### src/rtl/wsc_pkg.sv
// Package: shared state type for the rotating wear-spread counter.
// Assumes: used only by the modules of this block.
package wsc_pkg;
    typedef enum logic [1:0] {
        ST_SCAN   = 2'd0,   // reading slots after reset
        ST_SETTLE = 2'd1,   // load recovered count
        ST_IDLE   = 2'd2,   // waiting for an increment
        ST_WRITE  = 2'd3    // writing the new count bytes
    } wsc_state_t;
endpackage

### src/rtl/wsc_slot_addr.sv
// wsc_slot_addr: maps a slot index and a byte index to a store address.
// Assumes: STRIDE >= bytes per slot, and the slot area fits in AW bits.
module wsc_slot_addr #(
    parameter int AW     = 8,
    parameter int BASE   = 0,
    parameter int STRIDE = 8,
    parameter int IW     = 3,
    parameter int BW     = 2
) (
    input  logic [IW-1:0] slot_idx,
    input  logic [BW-1:0] byte_idx,
    output logic [AW-1:0] addr
);
    // Address = base + slot * stride + byte offset
    always_comb begin
        addr = AW'(BASE + int'(slot_idx) * STRIDE + int'(byte_idx));
    end
endmodule

### src/rtl/wsc_max_track.sv
// wsc_max_track: keeps the largest slot value seen during the scan and
// the slot that held it. An all-ones word counts as an empty slot (0).
// Assumes: sample values are distinct or ties may keep the earlier slot.
module wsc_max_track #(
    parameter int CW = 32,
    parameter int N  = 5,
    parameter int IW = 3
) (
    input  logic          clk,
    input  logic          rst_n,
    input  logic          smp_valid,
    input  logic [CW-1:0] smp_word,
    input  logic [IW-1:0] smp_idx,
    output logic [CW-1:0] best_val,
    output logic [IW-1:0] best_idx
);
    logic [CW-1:0] smp_val;

    // Erased slot reads as all ones and stands for zero
    always_comb begin
        smp_val = (smp_word == {CW{1'b1}}) ? '0 : smp_word;
    end

    // Record a strictly larger sample and its slot
    always_ff @(posedge clk) begin
        if (!rst_n) begin
            best_val <= '0;
            best_idx <= IW'(N - 1);
        end else if (smp_valid && (smp_val > best_val)) begin
            best_val <= smp_val;
            best_idx <= smp_idx;
        end
    end

    assert_max_monotonic_R6: assert property (@(posedge clk) disable iff (!rst_n)
        best_val >= $past(best_val));
endmodule

### src/rtl/wear_spread_counter.sv
// wear_spread_counter: counter held in N nonvolatile slots written in
// rotation. After reset the slots are scanned and the largest value is
// taken as the count; each increment writes count+1 into the next slot,
// one byte per transfer, least significant byte first.
// Assumes: a byte store with req/ready handshake and read data valid on
// the completing edge; erased bytes read 0xFF.
module wear_spread_counter #(
    parameter int N      = 5,
    parameter int STRIDE = 8,
    parameter int BASE   = 0,
    parameter int AW     = 8,
    parameter int CW     = 32
) (
    input  logic          clk,
    input  logic          rst_n,
    input  logic          inc_req,
    output logic          busy,
    output logic [CW-1:0] count,
    output logic          mem_req,
    output logic          mem_we,
    output logic [AW-1:0] mem_addr,
    output logic [7:0]    mem_wdata,
    input  logic [7:0]    mem_rdata,
    input  logic          mem_ready
);
    import wsc_pkg::*;

    localparam int BPS = CW / 8;
    localparam int IW  = (N > 1) ? $clog2(N) : 1;
    localparam int BW  = (BPS > 1) ? $clog2(BPS) : 1;
    localparam int LAST_ADDR = BASE + (N - 1) * STRIDE + BPS - 1;

    wsc_state_t    state_q;
    logic [IW-1:0] slot_q;
    logic [BW-1:0] byte_q;
    logic [IW-1:0] next_slot_q;
    logic [CW-1:0] asm_q;
    logic [CW-1:0] wval_q;
    logic [CW-1:0] count_q;
    logic [CW-1:0] full_word;
    logic [CW-1:0] best_val;
    logic [IW-1:0] best_idx;
    logic [IW-1:0] slot_sel;
    logic          beat;
    logic          last_byte;
    logic          scan_phase;
    logic          write_phase;

    // Wrap a slot index back to zero after the last slot
    function automatic logic [IW-1:0] wrap_next(input logic [IW-1:0] idx);
        return (idx == IW'(N - 1)) ? '0 : idx + 1'b1;
    endfunction

    // Decode phase flags and handshake completion
    always_comb begin
        scan_phase  = (state_q == ST_SCAN);
        write_phase = (state_q == ST_WRITE);
        beat        = (scan_phase || write_phase) && mem_ready;
        last_byte   = (byte_q == BW'(BPS - 1));
        slot_sel    = write_phase ? next_slot_q : slot_q;
    end

    // Complete slot word: assembled low bytes plus the byte on the port now
    always_comb begin
        full_word = asm_q;
        full_word[CW-1 -: 8] = mem_rdata;
    end

    wsc_slot_addr #(
        .AW(AW), .BASE(BASE), .STRIDE(STRIDE), .IW(IW), .BW(BW)
    ) u_addr (
        .slot_idx (slot_sel),
        .byte_idx (byte_q),
        .addr     (mem_addr)
    );

    wsc_max_track #(
        .CW(CW), .N(N), .IW(IW)
    ) u_max (
        .clk       (clk),
        .rst_n     (rst_n),
        .smp_valid (scan_phase && beat && last_byte),
        .smp_word  (full_word),
        .smp_idx   (slot_q),
        .best_val  (best_val),
        .best_idx  (best_idx)
    );

    // Drive the store port from the current phase
    always_comb begin
        mem_req   = scan_phase || write_phase;
        mem_we    = write_phase;
        mem_wdata = wval_q[8*byte_q +: 8];
    end

    // Main sequencer: scan, settle, idle, write
    always_ff @(posedge clk) begin
        if (!rst_n) begin
            state_q     <= ST_SCAN;
            slot_q      <= '0;
            byte_q      <= '0;
            next_slot_q <= '0;
            asm_q       <= '0;
            wval_q      <= '0;
            count_q     <= '0;
        end else begin
            case (state_q)
                ST_SCAN: if (beat) begin
                    asm_q[8*byte_q +: 8] <= mem_rdata;
                    if (last_byte) begin
                        byte_q <= '0;
                        if (slot_q == IW'(N - 1)) state_q <= ST_SETTLE;
                        else                      slot_q  <= slot_q + 1'b1;
                    end else begin
                        byte_q <= byte_q + 1'b1;
                    end
                end
                ST_SETTLE: begin
                    count_q     <= best_val;
                    next_slot_q <= wrap_next(best_idx);
                    state_q     <= ST_IDLE;
                end
                ST_IDLE: if (inc_req) begin
                    wval_q  <= count_q + 1'b1;
                    byte_q  <= '0;
                    state_q <= ST_WRITE;
                end
                ST_WRITE: if (beat) begin
                    if (last_byte) begin
                        byte_q      <= '0;
                        count_q     <= wval_q;
                        next_slot_q <= wrap_next(next_slot_q);
                        state_q     <= ST_IDLE;
                    end else begin
                        byte_q <= byte_q + 1'b1;
                    end
                end
                default: state_q <= ST_SCAN;
            endcase
        end
    end

    assign busy  = (state_q != ST_IDLE);
    assign count = count_q;

    // the cycle after a reset cycle the block is busy scanning
    assert_busy_after_reset_R6: assert property (@(posedge clk)
        !rst_n |=> busy);

    // no write is issued during the recovery scan
    assert_scan_read_only_R10: assert property (@(posedge clk) disable iff (!rst_n)
        scan_phase |-> !mem_we);

    // a stalled request holds its address, direction and data
    assert_stall_holds_R4: assert property (@(posedge clk) disable iff (!rst_n)
        (mem_req && !mem_ready) |=> (mem_req && $stable(mem_addr)
                                     && $stable(mem_we) && $stable(mem_wdata)));

    // every access stays inside the slot area
    assert_addr_in_area_R3: assert property (@(posedge clk) disable iff (!rst_n)
        mem_req |-> (int'(mem_addr) >= BASE && int'(mem_addr) <= LAST_ADDR));

    // a count change coming out of a write is a step of exactly one
    assert_count_step_R5: assert property (@(posedge clk) disable iff (!rst_n)
        (!$stable(count_q) && $past(write_phase)) |-> (count_q == $past(count_q) + 1'b1));

    // a request while busy never starts a second write on its own
    assert_write_only_when_busy_R9: assert property (@(posedge clk) disable iff (!rst_n)
        (mem_req && mem_we) |-> busy);
endmodule

### config.mk
export PLATFORM = sky130hd
export DESIGN_NAME = wear_spread_counter
export DESIGN_NICKNAME = d
export VERILOG_FILES = /design/src/rtl/wsc_pkg.sv /design/src/rtl/wsc_slot_addr.sv /design/src/rtl/wsc_max_track.sv /design/src/rtl/wear_spread_counter.sv
export SDC_FILE = /design/constraint.sdc
export NUM_CORES = 1
export LEC_CHECK = 0
export BUFFER_PORTS_ARGS = -buffer_cell sky130_fd_sc_hd__buf_2
export CAP_MARGIN = 20
export CORE_MARGIN = 2
export CORE_UTILIZATION = 65
export DETAILED_ROUTE_END_ITERATION = 7
export PLACE_DENSITY = 0.93
export SYNTH_ARGS = -nofsm -noshare
export SYNTH_HDL_FRONTEND = slang
export SYNTH_HIERARCHICAL = 1
export SYNTH_SLANG_ARGS = --single-unit
### constraint.sdc
create_clock -name clk -period 4.95 [get_ports clk]
set_input_delay 0.2475 -clock clk [delete_from_list [all_inputs] [get_ports clk]]
set_output_delay 0.2475 -clock clk [all_outputs]
set_load 0.1 [all_outputs]
==> impl_metrics.ini <==
[outcome]
status = complete, no violations

[min_path]
hold_path.class = in2reg
hp-start = mem_rdata[6]
holdPathStages = 3
hold_path_end = asm_q[22]

[yosys]
yosys_warnings = 6
ys_seq_area_share_pct = 35.22
yosys.cell_types.count = 56
async_flop_share_pct = 0
ys_ff_latch = 133
syn_area_sq_um = 7560
ys.flop_type = dfxtp_1
syn_inst = 869
syn_avg_cell_area_sq_um = 8.699
synth_edf_count = 0

[worst_setup_path]
cp-end-kind = flop
r2r_slack_ns = 0.90
timing.rr.end = u_max/best_val[6]
worst-setup-path-type = reg2reg
crit_top_cell = nand4_1
crit_chain = nand4_1 -> nor4_1 -> nand2_1 -> and2_1 -> ha_1 -> nand4_1 -> or4_4 -> o21ai_2 -> a31oi_4 -> nor2_8 -> mux2i_1
cp_max_fo = 34
ff2ff_path_depth = 11
worst_setup_path_start_kind = flop
cp.arrival_ns = 4.39
slowest_stage = nor2_8
required_ns = 5.30
cp_slowest_stage_delay_ns = 0.62
critical_path.top_delay_family = simple AND/OR/NAND/NOR gates
critPathBufInv = 0
r2r-start = asm_q[23]

[layout]
post-route-cell-area_sq_um = 8421
final_common_cell = dfxtp_1
nets = 959
final_cells = 1053
n_antenna_cell = 0
post-route-util_pct = 74.06
layout_common_cells = dfxtp_1, nand2_1, nor2_1
areaGrowthSynthToFinish_pct = 11.39
drive_gt1_share_pct = 13.85

[timing]
fin_skew_ns = 0.01228
fin_tns_setup_ns = 0
post-route-period-util_pct = 81.72
max_slew.worst_pin.slew_ns = 1.149
fmaxAchievable_mhz = 247.2
slew_headroom_pct = 22.68
period_needed_ns = 4.045
setup_violations = 0
hold_viol = 0
rsz0062_at_grt = false
slew_violations = 0

[route]
via_per_inst = 6.670
postRouteAntennaNets = 0
firstDrtPassIters = 5
drt-initial-drc-count = 825
wire_per_inst_microns = 20.03
vias = 7024
route.detailed.drc = 0
wl_mm = 21.09

[clock_tree]
ctsResizeCount = 0
cts_setup_buffers = 0
h-tree-depth = 4
tritoncts = yes
clock_latency_ns = 0.43
clkSinkCount = 133
clk_pin_slew_ns = 0.06
numCtsBuffers = 17
cts_max_path_buffers = 2
cts-hold-fix-buffers = 0
clockRootBuffer = clkbuf_16

[die]
start_util_pct = 66.49
die-area_sq_um = 12510
rows = 39
die_h_microns = 111.8
core_region_area_sq_um = 11370
die_w_microns = 111.8
num_io_pins = 63

[global_route]
grt_usage_pct = 34.09
grt_pass1_vias = 6545
antenna_found_initial = 0
grt_pass1_wl_mm = 33.89
grt-ovfl-total = 0
grt_max_degree = 91

[place]
placed_cells = 1021
io_buffers = 59
dp_hpwl_mm = 13.69
dpl_cell_area_sq_um = 7791
place.gp.congestion = 0.9099

[run]
drv_cap = 0

[power_and_ir_drop]
finalPower_uw = 4930
leakagePower_uw = 0.003263
ir_drop_mv = 0.6345
powerDensity_nw_per_um2 = 585.4
-- through the flow --
step,setup slack (ns),hold WS [ns]
2_1_floorplan,1.947,0.3958
3_3_place_gp,1.044,0.4579
3_5_place_dp,0.9421,0.4796
4_1_cts,0.9620,0.1376
5_1_grt,0.5282,0.1523
6_report,0.9048,0.1478
-- worst register-to-register path: cells and delay by family, from the launching register on --
| family | cells | cell delay, ns |
|---|---|---|
| flops | 1 | 0.37 |
| mux | 1 | 0.30 |
| simple gates | 7 | 2.72 |
| compound gates | 2 | 0.26 |
| fa+ha+maj | 1 | 0.31 |
-- area by class of cell --
| class | instances | area [sq um] |
|---|---|---|
| clock inverter | 15 | 203.9 |
| inverter | 47 | 176.4 |
| fill | 764 | 2949 |
| sequential | 133 | 2663 |
| clock buffer | 17 | 425.4 |
| multi-input combinational | 632 | 4428 |
| tap | 143 | 178.9 |
| timing repair buffer | 66 | 345.3 |
-- synthesized netlist by cell type (5+ instances only) --
library cell  number  area (sq um)
nor2_1            78         292.8
dfxtp_1          133          2663
nand3_1           18         90.09
clkbuf_1          41         153.9
a211oi_1          46         345.3
mux4_2             8         180.2
and4_1             7         61.31
mux2i_1           69         690.7
or3_1              8         50.05
buf_4              8         60.06
nand4_1           24         150.1
inv_1             46         172.7
a22oi_1           24         180.2
nor3_1             7         35.03
nor4_1            10         62.56
a31oi_1           10         62.56
o31ai_1            7         52.55
or4_1             10         75.07
nand2_1           94         352.8
xnor2_1            7         61.31
and2_1            34         212.7
o21ai_0           35         175.2
ha_1              50         625.6
a311oi_1           5         43.79
xor2_1             8         70.07
a21oi_1           29         145.1
-- sequential cells by signal, summed over array words and instances, names as in the netlist --
signal and flops:
count 32, u_max/best_idx 3, wval_q 32, byte_q 2
next_slot_q 3, asm_q 24, slot_q 3, u_max/best_val 32
state_q 2
-- worst max-delay path by stage --
stage | start | slack [ns] | cells past startpoint | endpoint
after floorplan | asm_q[17] | 1.95 | 13 | u_max/best_idx[0]
after global placement | mem_rdata[0] | 1.04 | 12 | u_max/best_val[9]
after detailed placement | mem_rdata[0] | 0.94 | 12 | u_max/best_val[21]
after CTS | asm_q[23] | 0.96 | 11 | u_max/best_val[6]
after global routing | asm_q[23] | 0.53 | 11 | u_max/best_val[2]
final | asm_q[23] | 0.90 | 11 | u_max/best_val[6]
-- power by group --
group	internal, uW	switching [uW]	leakage, uW
logic	471	1570	0.00188
clock network	847	508	0.000308
registers	1250	285	0.00108
total	2570	2360	0.00326
-- per-layer routing --
layer | track usage, % | part of all wire, % | wire length, microns | vias to the layer above
met5 | 0 | 0 | 0 | -
li1 | - | - | - | 3192
met2 | 53.29 | 45 | 9437 | 424
met3 | 9.036 | 8.9 | 1880 | 108
met4 | 18.77 | 6.0 | 1256 | 0
met1 | 43.03 | 40 | 8515 | 3300
-- kinds of logic (layout without fill, tap and decap cells) --
kind of cell	after synthesis	after routing	share of synthesized area, %
AOI/OAI and AO/OA	171	171	15.31
and+or+nand+nor	315	315	21.37
other	1	3	0.04960
DFF	133	133	35.22
adders and majority gates	50	50	8.275
xor gates and xnor gates	15	15	1.738
buffers and inverters	106	145	6.372
muxes	78	78	11.67
(Power assumes the default switching activity.)
